## src/rtl/rb_pkg.sv

```systemverilog
package rb_pkg;
   localparam logic [7:0] CRC8_POLY = 8'h07;

   function automatic logic [7:0] crc8_byte(input logic [7:0] crc_in, input logic [7:0] data);
      logic [7:0] c;
      c = crc_in;
      for (int b = 7; b >= 0; b--) begin
         if (c[7] ^ data[b]) c = {c[6:0], 1'b0} ^ CRC8_POLY;
         else                c = {c[6:0], 1'b0};
      end
      return c;
   endfunction
endpackage

```

## src/rtl/rb_in_sync.sv

```systemverilog
module rb_in_sync #(
   parameter int              STAGES = 2,
   parameter int              W      = 3,
   parameter logic [W-1:0]    RST    = '0
) (
   input  logic         clk,
   input  logic         rst_n,
   input  logic [W-1:0] d,
   output logic [W-1:0] q
);
   generate
      if (STAGES == 0) begin : g_direct
         assign q = d;
      end else begin : g_chain
         logic [W-1:0] pipe [STAGES];
         always_ff @(posedge clk or negedge rst_n) begin
            if (!rst_n) begin
               for (int i = 0; i < STAGES; i++) pipe[i] <= RST;
            end else begin
               pipe[0] <= d;
               for (int i = 1; i < STAGES; i++) pipe[i] <= pipe[i-1];
            end
         end
         assign q = pipe[STAGES-1];
      end
   endgenerate
endmodule

```

## src/rtl/rb_crc8.sv

```systemverilog
module rb_crc8 import rb_pkg::*; #(
   parameter int NBYTES = 3
) (
   input  logic [8*NBYTES-1:0] data,
   output logic [7:0]          crc
);
   logic [7:0] chain [NBYTES+1];
   assign chain[0] = 8'h00;
   generate
      for (genvar g = 0; g < NBYTES; g++) begin : g_stage
         assign chain[g+1] = crc8_byte(chain[g], data[8*(NBYTES-g)-1 -: 8]);
      end
   endgenerate
   assign crc = chain[NBYTES];
endmodule

```

## src/rtl/rb_cmd_snoop.sv

```systemverilog
module rb_cmd_snoop (
   input  logic       clk,
   input  logic       rst_n,
   input  logic       cs_act,
   input  logic       sclk_fall,
   input  logic       din_s,
   output logic       cmd_seen,
   output logic [7:0] cmd_byte
);
   logic [6:0] sh_q;
   logic [2:0] cnt_q;
   logic [7:0] next_byte;

   assign next_byte = {sh_q, din_s};

   always_ff @(posedge clk or negedge rst_n) begin
      if (!rst_n) begin
         sh_q     <= '0;
         cnt_q    <= '0;
         cmd_seen <= 1'b0;
         cmd_byte <= '0;
      end else begin
         cmd_seen <= 1'b0;
         if (!cs_act) begin
            cnt_q <= '0;
         end else if (sclk_fall) begin
            sh_q  <= next_byte[6:0];
            cnt_q <= cnt_q + 3'd1;
            if (cnt_q == 3'd7 && next_byte != 8'h00) begin
               cmd_seen <= 1'b1;
               cmd_byte <= next_byte;
            end
         end
      end
   end
endmodule

```

## src/rtl/adc_readback_shifter.sv

```systemverilog
module adc_readback_shifter import rb_pkg::*; #(
   parameter int WORD_W      = 16,
   parameter int SYNC_STAGES = 2
) (
   input  logic              clk,
   input  logic              rst_n,
   input  logic              cs_n,
   input  logic              sclk,
   input  logic              din,
   input  logic              res_stb,
   input  logic [WORD_W-1:0] res_word,
   input  logic [7:0]        res_status,
   input  logic              en_status,
   input  logic              en_crc,
   output logic              dout,
   output logic              dout_oe,
   output logic              drdy_n,
   output logic              cmd_seen,
   output logic [7:0]        cmd_byte,
   output logic              data_invalid
);
   localparam int WBYTES    = WORD_W / 8;
   localparam int FRAME_MAX = WORD_W + 16;
   localparam int CNT_W     = $clog2(FRAME_MAX);

   generate
      if (WORD_W < 8 || (WORD_W % 8) != 0) begin : g_bad_width
         $error("WORD_W must be a non-zero multiple of 8");
      end
      if (SYNC_STAGES < 0) begin : g_bad_sync
         $error("SYNC_STAGES must not be negative");
      end
   endgenerate

   // input synchronisation and serial-clock edge detection
   logic [2:0] pins_s;
   logic       cs_n_s, sclk_s, din_s, sclk_d;
   logic       cs_act, sclk_rise, sclk_fall;

   rb_in_sync #(.STAGES(SYNC_STAGES), .W(3), .RST(3'b100)) u_sync (
      .clk(clk), .rst_n(rst_n), .d({cs_n, sclk, din}), .q(pins_s));

   assign {cs_n_s, sclk_s, din_s} = pins_s;
   assign cs_act    = ~cs_n_s;
   assign sclk_rise =  sclk_s & ~sclk_d;
   assign sclk_fall = ~sclk_s &  sclk_d;

   // frame assembly with CRC
   logic [7:0]           crc_val;
   logic [FRAME_MAX-1:0] frame_d;
   logic [CNT_W:0]       len_d;

   rb_crc8 #(.NBYTES(WBYTES + 1)) u_crc (
      .data({(en_status ? res_status : 8'h00), res_word}),
      .crc (crc_val));

   always_comb begin
      unique case ({en_status, en_crc})
         2'b11:   frame_d = {res_status, res_word, crc_val};
         2'b10:   frame_d = {res_status, res_word, 8'h00};
         2'b01:   frame_d = {res_word, crc_val, 8'h00};
         default: frame_d = {res_word, 16'h0000};
      endcase
      len_d = (CNT_W+1)'(WORD_W) + (en_status ? (CNT_W+1)'(8) : '0)
                                 + (en_crc    ? (CNT_W+1)'(8) : '0);
   end

   // output shifting state
   logic [FRAME_MAX-1:0] frame_q;
   logic [CNT_W:0]       len_q;
   logic [CNT_W-1:0]     bit_pos;
   logic [CNT_W-1:0]     bit_idx;
   logic                 dout_q, shifting, drdy_q, pend_q, inval_q;
   logic                 last_bit;

   assign bit_idx  = CNT_W'(FRAME_MAX - 1) - bit_pos;
   assign last_bit = ({1'b0, bit_pos} == len_q - (CNT_W+1)'(1));

   always_ff @(posedge clk or negedge rst_n) begin
      if (!rst_n) begin
         sclk_d   <= 1'b0;
         frame_q  <= '0;
         len_q    <= (CNT_W+1)'(WORD_W);
         bit_pos  <= '0;
         dout_q   <= 1'b0;
         shifting <= 1'b0;
         drdy_q   <= 1'b1;
         pend_q   <= 1'b0;
         inval_q  <= 1'b0;
      end else begin
         sclk_d <= sclk_s;
         if (res_stb) begin
            frame_q  <= frame_d;
            len_q    <= len_d;
            bit_pos  <= '0;
            shifting <= 1'b0;
            drdy_q   <= 1'b0;
            pend_q   <= 1'b1;
            inval_q  <= 1'b0;
         end else begin
            if (!cs_act) begin
               bit_pos  <= '0;
               shifting <= 1'b0;
            end else if (sclk_rise) begin
               dout_q   <= frame_q[bit_idx];
               shifting <= 1'b1;
               bit_pos  <= last_bit ? '0 : bit_pos + CNT_W'(1);
            end
            if (sclk_fall) drdy_q <= 1'b1;
            if ((sclk_rise || sclk_fall) && pend_q) begin
               if (cs_act) pend_q  <= 1'b0;
               else        inval_q <= 1'b1;
            end
         end
      end
   end

   rb_cmd_snoop u_cmd (
      .clk(clk), .rst_n(rst_n), .cs_act(cs_act), .sclk_fall(sclk_fall),
      .din_s(din_s), .cmd_seen(cmd_seen), .cmd_byte(cmd_byte));

   assign dout         = shifting ? dout_q : drdy_q;
   assign dout_oe      = cs_act;
   assign drdy_n       = drdy_q;
   assign data_invalid = inval_q;
endmodule

```

## config.mk

```make
export PLATFORM = sky130hd
export DESIGN_NAME = adc_readback_shifter
export DESIGN_NICKNAME = d
export VERILOG_FILES = /design/src/rtl/rb_pkg.sv /design/src/rtl/rb_in_sync.sv /design/src/rtl/rb_crc8.sv /design/src/rtl/rb_cmd_snoop.sv /design/src/rtl/adc_readback_shifter.sv
export SDC_FILE = /design/constraint.sdc
export NUM_CORES = 1
export LEC_CHECK = 0
export BUFFER_PORTS_ARGS = -buffer_cell sky130_fd_sc_hd__buf_2
export CORE_MARGIN = 1
export CORE_UTILIZATION = 53
export DETAILED_ROUTE_END_ITERATION = 10
export GPL_ROUTABILITY_DRIVEN = 0
export PLACE_DENSITY = 0.83
export SLEW_MARGIN = 20
export SYNTH_ARGS = -nofsm -noshare
export SYNTH_HDL_FRONTEND = slang
export SYNTH_SLANG_ARGS = --single-unit
export TNS_END_PERCENT = 100
```

## constraint.sdc

```tcl
create_clock -name clk -period 2.07 [get_ports clk]
set_input_delay 0 -clock clk [delete_from_list [all_inputs] [get_ports clk]]
set_output_delay 0 -clock clk [all_outputs]
set_load 0.01 [all_outputs]
```

==> results of run 1 <==
[layer usage]
layer	wire, um	global-route usage	part of all wire	up-vias
li1	-	-	-	1319
met3	407	0.04336	0.046	18
met1	3707	0.3204	0.42	1397
met5	0	0	0	-
met4	201	0.09538	0.023	0
met2	4440	0.4405	0.51	100
[power breakdown]
| group | switching (mW) | internal (mW) |
|---|---|---|
| logic | 0.560 | 0.632 |
| registers | 0.131 | 1.58 |
| clock network | 0.535 | 0.558 |
[kinds of logic after synthesis]
kind of cell | after synthesis | share of synthesized area
and+or+nand+nor | 86 | 0.09895
DFF | 71 | 0.4545
xor gates and xnor gates | 51 | 0.1538
AOI/OAI and AO/OA | 46 | 0.09576
muxes | 36 | 0.1299
buffers and inverters | 29 | 0.03511
adders and majority gates | 10 | 0.03192
[metrics by stage]
step           power (mW)  setup TNS (ns)    util  hold WS [ns]  area (um^2)
6_report            3.994               0  0.6751       0.01587         4713
3_3_place_gp        2.846         -0.6860  0.6299      0.002026         4398
2_1_floorplan       2.513               0       -       -0.2956         3933
5_1_grt             4.196               0  0.6751      0.004524         4713
4_1_cts             4.005               0  0.6740      0.001460         4706
3_5_place_dp        2.901          -1.218  0.6299      0.004787         4398
[state kept, by name (all words and copies together), names as in the netlist, 3 cells and up]
signal	cells
u_cmd.cmd_byte	8
u_sync.q	3
u_sync.g_chain.pipe	3
frame_q	32
u_cmd.sh_q	7
len_q	3
u_cmd.cnt_q	3
bit_pos	5
[area by class of cell]
cell class | count | area (um^2) | area share
Inverter | 11 | 41.29 | 0.008760
Timing Repair Buffer | 83 | 553.0 | 0.1173
Sequential cell | 71 | 1782 | 0.3780
Multi-Input combinational cell | 229 | 2019 | 0.4285
Tap cell | 96 | 120.1 | 0.02548
Clock inverter | 7 | 73.82 | 0.01566
Clock buffer | 9 | 123.9 | 0.02628
[worst max-delay path, stage by stage, from the launching register on]
cell	delay (ns)
dfrtp_1	0.38
buf_12	0.16
mux4_2	0.52
mux4_2	0.49
mux2i_1	0.20
a31oi_1	0.12
[synthesized netlist by cell type (2+ instances only)]
cell and number:
a21oi_1 2, nand2_1 13, nor2b_1 6, nor2_1 44, dfstp_2 4, xnor2_2 3, xnor3_2 2, xor2_1 16
buf_6 2, xnor2_1 23, a221oi_1 16, ha_1 10, mux2i_1 9, dfrtp_1 67, nor4_1 2, xnor3_1 5
a41o_1 5, nand3_1 5, mux4_2 10, inv_1 11, a31oi_1 2, clkbuf_1 12, mux2_2 16, nor3_1 4
a221o_1 7, buf_1 2, nand2b_1 3, and2_1 5, o2bb2ai_1 3, o21ai_0 6
[what timing repair did]
item                       in CTS  in global routing
hold endpoints to repair       34                  0
resized for setup               0                  2
hold buffers                   11                  0
setup endpoints to repair       0                  3
[final timing paths]
check,endpoint,cells past startpoint
min,frame_q[23],3
min in group asynchronous,u_cmd.cmd_byte[2],2
min reg2reg,u_sync.q[1],0
max,dout_q,5
max in group asynchronous,len_q[4],3
max reg2reg,dout_q,5
==> summary.md, run 1 <==
| Metric | Value |
|---|---|
| Effective utilization at floorplan | `0.5615` |
| Detailed Route Iter0 Violations | `260` |
| Worst-Margin Slew | `0.8877 ns` |
| Fin worst setup slack | `0.07269 ns` |
| HP Class | `input pin to register` |
| Largest cells by area after synthesis | `dfrtp_1, mux4_2, xnor2_1` |
| Worst-Skew Late Latency | `0.35 ns` |
| IO Count | `45` |
| Fraction of layout cells with a size suffix above 1 | `0.3171` |
| Antenna Cells | `0` |
| GR Overflow Total | `0` |
| # DRC | `0` |
| Post-synthesis cell type count | `44` |
| Rows | `30` |
| Synthesized area | `0.003920 mm^2` |
| Largest net degree at the start of global routing | `28` |
| Mean post-synth cell area | `11.91 um^2` |
| I/O Buffers | `44` |
| Leakage power | `2.253 nW` |
| WL per Instance | `17.30 um` |
| Post-synth EDFFs | `0` |
| Max Clock Freq | `500.7 MHz` |
| Cells after Synth | `329` |
| Yosys reg bits | `71` |
| Fin crit share | `0.9649` |
| First-pass GRT wire length | `14.50 mm` |
| TritonCTS Buffers | `9` |
| Top cell type's share of synthesized area | `0.4277` |
| Root buffer cell | `clkbuf_8` |
| Startpoint Class | `register` |
| Peak VDD IR | `0.0005269 V` |
| Setup violators final | `0` |
| Min cycle time layout | `1.997 ns` |
| Commonest non-fill, non-tap cell in the layout | `dfrtp_1` |
| Area Overhead vs Synth | `20.24%` |
| Outcome | `finished, final reports clean` |
| Core Box Area | `0.006982 mm^2` |
| Via density | `5.601` |
| CP arrival | `2.21 ns` |
| Worst r2r src | `bit_pos[0]` |
| Worst R2R Setup Slack | `0.07 ns` |
| Pre-CTS setup slack | `-0.1886 ns` |
| Cell area power density | `847.5 mW/mm^2` |
| Via count | `2834` |
| RSZ-0062 raised after global routing | `no` |
| Critical path origin | `bit_pos[0]` |
| Rel. slew slack | `0.4060` |
| DIE HEIGHT | `88 um` |
| Register area share after synthesis | `0.4545` |
| Asr flop ratio synth | `1.000` |
| Yosys synthesis warning count | `0` |
| Post-route ant nets | `0` |
| Total track usage | `0.2544` |
| Area leader, netlist | `dfrtp_1` |
| Final hold vios | `0` |
| Worst-path clk slew | `0.08 ns` |
| Post-CTS Setup Inserts | `0` |
| Die X | `88 um` |
| Final cell count without fillers | `506` |
| Setup crit end kind | `register` |
| CTS max path bufs | `2` |
| Setup Crit Path Kind | `register to register` |
| Initial antenna violation count | `0` |
| Crit Path Max Fanout | `12` |
| Max_cap viols | `0` |
| CTS tree | `yes` |
| Final-layout fill cell count | `532` |
| Die area | `0.007744 mm^2` |
| Syn nets | `371` |
| DP HPWL | `6.497 mm` |
| Vias in the first global route | `2967` |
| Slew Viols, Final | `0` |
| Cells after DPL | `479` |
| DRT Wirelength | `8.756 mm` |
| Hold Path Origin | `res_word[15]` |
| Worst Skew | `0.009134 ns` |
| H-tree depth | `3` |
| Critical Path RT | `2.28 ns` |
| Drt first pass iters | `4` |
| Final #Nets | `447` |
| Top FF cell, synth | `dfrtp_1` |
| Sink Count | `71` |
| Most frequent cells in the layout | `dfrtp_1, nor2_1, buf_2` |
(Power assumes the default switching activity.)
==> run 2, diff against run 1 <==
- CORE_ASPECT_RATIO: not set -> 1.25
==> run 2 against run 1 <==
Net effect:
- highest routed layer unchanged
- count of clock-buffer cells in the layout increased by 1
- clock skew decreased by 0.0015 ns
- global-route usage up 0.61 points
- sequential power about the same
==> summary.md, run 2 (synthesized netlist as in run 1, its figures left out) <==
| Metric | Value |
|---|---|
| Max_cap viols | `0` |
| Leakage power | `2.293 nW` |
| Drt first pass iters | `4` |
| DRT Wirelength | `8.864 mm` |
| Via density | `5.713` |
| IO Count | `45` |
| Worst Skew | `0.007621 ns` |
| Startpoint Class | `input pin` |
| Effective utilization at floorplan | `0.5551` |
| Hold Path End | `frame_q[25]` |
| Peak VDD IR | `0.0005810 V` |
| Fin crit share | `0.9756` |
| Cells after DPL | `473` |
| Largest register FFs | `32` |
| Worst-path clk slew | `0.08 ns` |
| Detailed Route Iter0 Violations | `114` |
| Final hold vios | `0` |
| Hold Slack | `0.01079 ns` |
| Sequential share of power | `0.416` |
| Sw Share | `0.2916` |
| Commonest non-fill, non-tap cell in the layout | `dfrtp_1` |
| Worst-Skew Late Latency | `0.35 ns` |
| Largest net degree at the start of global routing | `39` |
| CP arrival | `2.25 ns` |
| DIE HEIGHT | `98.16 um` |
| GR Overflow Total | `0` |
| Fraction of layout cells with a size suffix above 1 | `0.3157` |
| Worst Reg-to-Reg Cells | `5` |
| Switch Pwr | `1.204 mW` |
| Internal power | `2.923 mW` |
| WL per Instance | `17.55 um` |
| I/O Buffers | `44` |
| Largest Register | `frame_q` |
| TNS Setup | `0 ns` |
| # DRC | `0` |
| Die X | `78.92 um` |
| CTS max path bufs | `2` |
| Proportion of power drawn by the clock network | `0.294` |
| Core Box Area | `0.007062 mm^2` |
| Antenna Cells | `0` |
| Largest regs | `frame_q: 32 flops, u_cmd.cmd_byte: 8 flops, u_cmd.sh_q: 7 flops` |
| Final design area excluding fillers | `0.004776 mm^2` |
| Final-layout fill cell count | `543` |
| Hold path cells | `3` |
| Worst-Margin Slew | `0.6017 ns` |
| Cell area power density | `864.1 mW/mm^2` |
| Worst r2r src | `bit_pos[0]` |
| Post-route ant nets | `0` |
| Slew Viols, Final | `0` |
| Most frequent cells in the layout | `dfrtp_1, buf_2, nor2_1` |
| Vias in the first global route | `3083` |
| RSZ-0062 raised after global routing | `no` |
| Final cell count without fillers | `505` |
| Logic gate share of total power | `0.290` |
| Setup violators final | `0` |
| First-pass GRT wire length | `15.00 mm` |
| Rel. slew slack | `0.5951` |
| Final #Nets | `452` |
| TritonCTS Buffers | `9` |
| Area Overhead vs Synth | `21.83%` |
| Sink Count | `71` |
| Via count | `2885` |
| Placed Area | `0.004390 mm^2` |
| Critical Path RT | `2.31 ns` |
| Root buffer cell | `clkbuf_8` |
| DP HPWL | `6.287 mm` |
| Min cycle time layout | `2.020 ns` |
| Rows | `34` |
| RR Endpoint | `dout_q` |
| Initial antenna violation count | `0` |
| CTS tree | `yes` |
| Worst R2R Setup Slack | `0.16 ns` |
| Setup crit end kind | `register` |
| Total track usage | `0.2605` |
| Crit Path Max Fanout | `4` |
| Util after Layout | `0.6763` |
| Hold Path Origin | `res_status[1]` |
| Die area | `0.007746 mm^2` |
| Setup Crit Path Kind | `input pin to register` |
| Outcome | `finished, final reports clean` |
| HP Class | `input pin to register` |
| H-tree depth | `3` |
| Max Clock Freq | `495.2 MHz` |
| Post-CTS Setup Inserts | `0` |
[run 2: changes by cell type in the layout (fill, tap and decap cells not counted)]
cell,delta
clkinv_4,-2
dlygate4sd3_1,+5
clkinvlp_4,-1
xnor3_1,-1
nor2_2,+1
xnor3_2,+1
o311ai_1,+1
nor2_1,-1
o311ai_2,-1
bufinv_16,+1
clkinv_2,+1
clkbuf_8,+1
[run 2: metrics by stage]
step / power (mW) / setup WS, ns
after CTS: 4.140 / 0.02470
after floorplan: 2.513 / 0.03176
after global placement: 2.838 / -0.1247
final: 4.127 / 0.05044
after global routing: 4.337 / 0.004971
after detailed placement: 2.888 / -0.2511
[run 2: worst max path at each step]
stage             endpoint     startpoint  cells past startpoint  slack, ns
2_1_floorplan  frame_q[11]  res_status[0]                      7       0.03
3_3_place_gp   frame_q[11]  res_status[6]                      8      -0.12
3_5_place_dp   frame_q[12]  res_status[6]                      8      -0.25
4_1_cts         bit_pos[3]       len_q[4]                      8       0.02
5_1_grt        frame_q[10]   res_word[14]                      7      0.005
6_report       frame_q[10]   res_word[14]                      7       0.05
[run 2: area by class of cell]
cell class                 instances  area (um^2)  share of cell area
clock buffer                      10        137.6             0.02882
sequential                        71         1782              0.3731
clock inverter                     6        83.83             0.01755
tap                               90        112.6             0.02358
multi-input combinational        229         2016              0.4221
inverter                          11        41.29            0.008646
timing repair buffer              88        603.1              0.1263
[run 2: power groups by stage]
stage	Combinational, mW	Clock [mW]	Sequential, mW
3_3_place_gp	1.12	0	1.72
4_1_cts	1.19	1.23	1.72
6_report	1.20	1.21	1.72
2_1_floorplan	0.826	0	1.69
3_5_place_dp	1.16	0	1.73
5_1_grt	1.29	1.30	1.74
[run 2: worst max-delay path, stage by stage]
cell and delay [ns]:
dlygate4sd3_1 0.52, buf_2 0.15, xor3_2 0.48, xnor3_2 0.43, xnor2_2 0.17, xor2_1 0.18, a221o_1 0.33
[run 2: metal layers]
metal | track usage | wire length [um] | part of all wire | up-vias
met2 | 0.4368 | 4577 | 0.52 | 113
met3 | 0.06168 | 409 | 0.046 | 29
met4 | 0.1469 | 389 | 0.044 | 0
met5 | 0 | 0 | 0 | -
met1 | 0.3038 | 3487 | 0.39 | 1411
li1 | - | - | - | 1332
[run 2: repair_timing]
item                                    4_1_cts  5_1_grt
hold buffers                                 16        0
gates resized for setup                       0        3
endpoints found under the hold margin        38        0
endpoints found under the setup margin        0        4
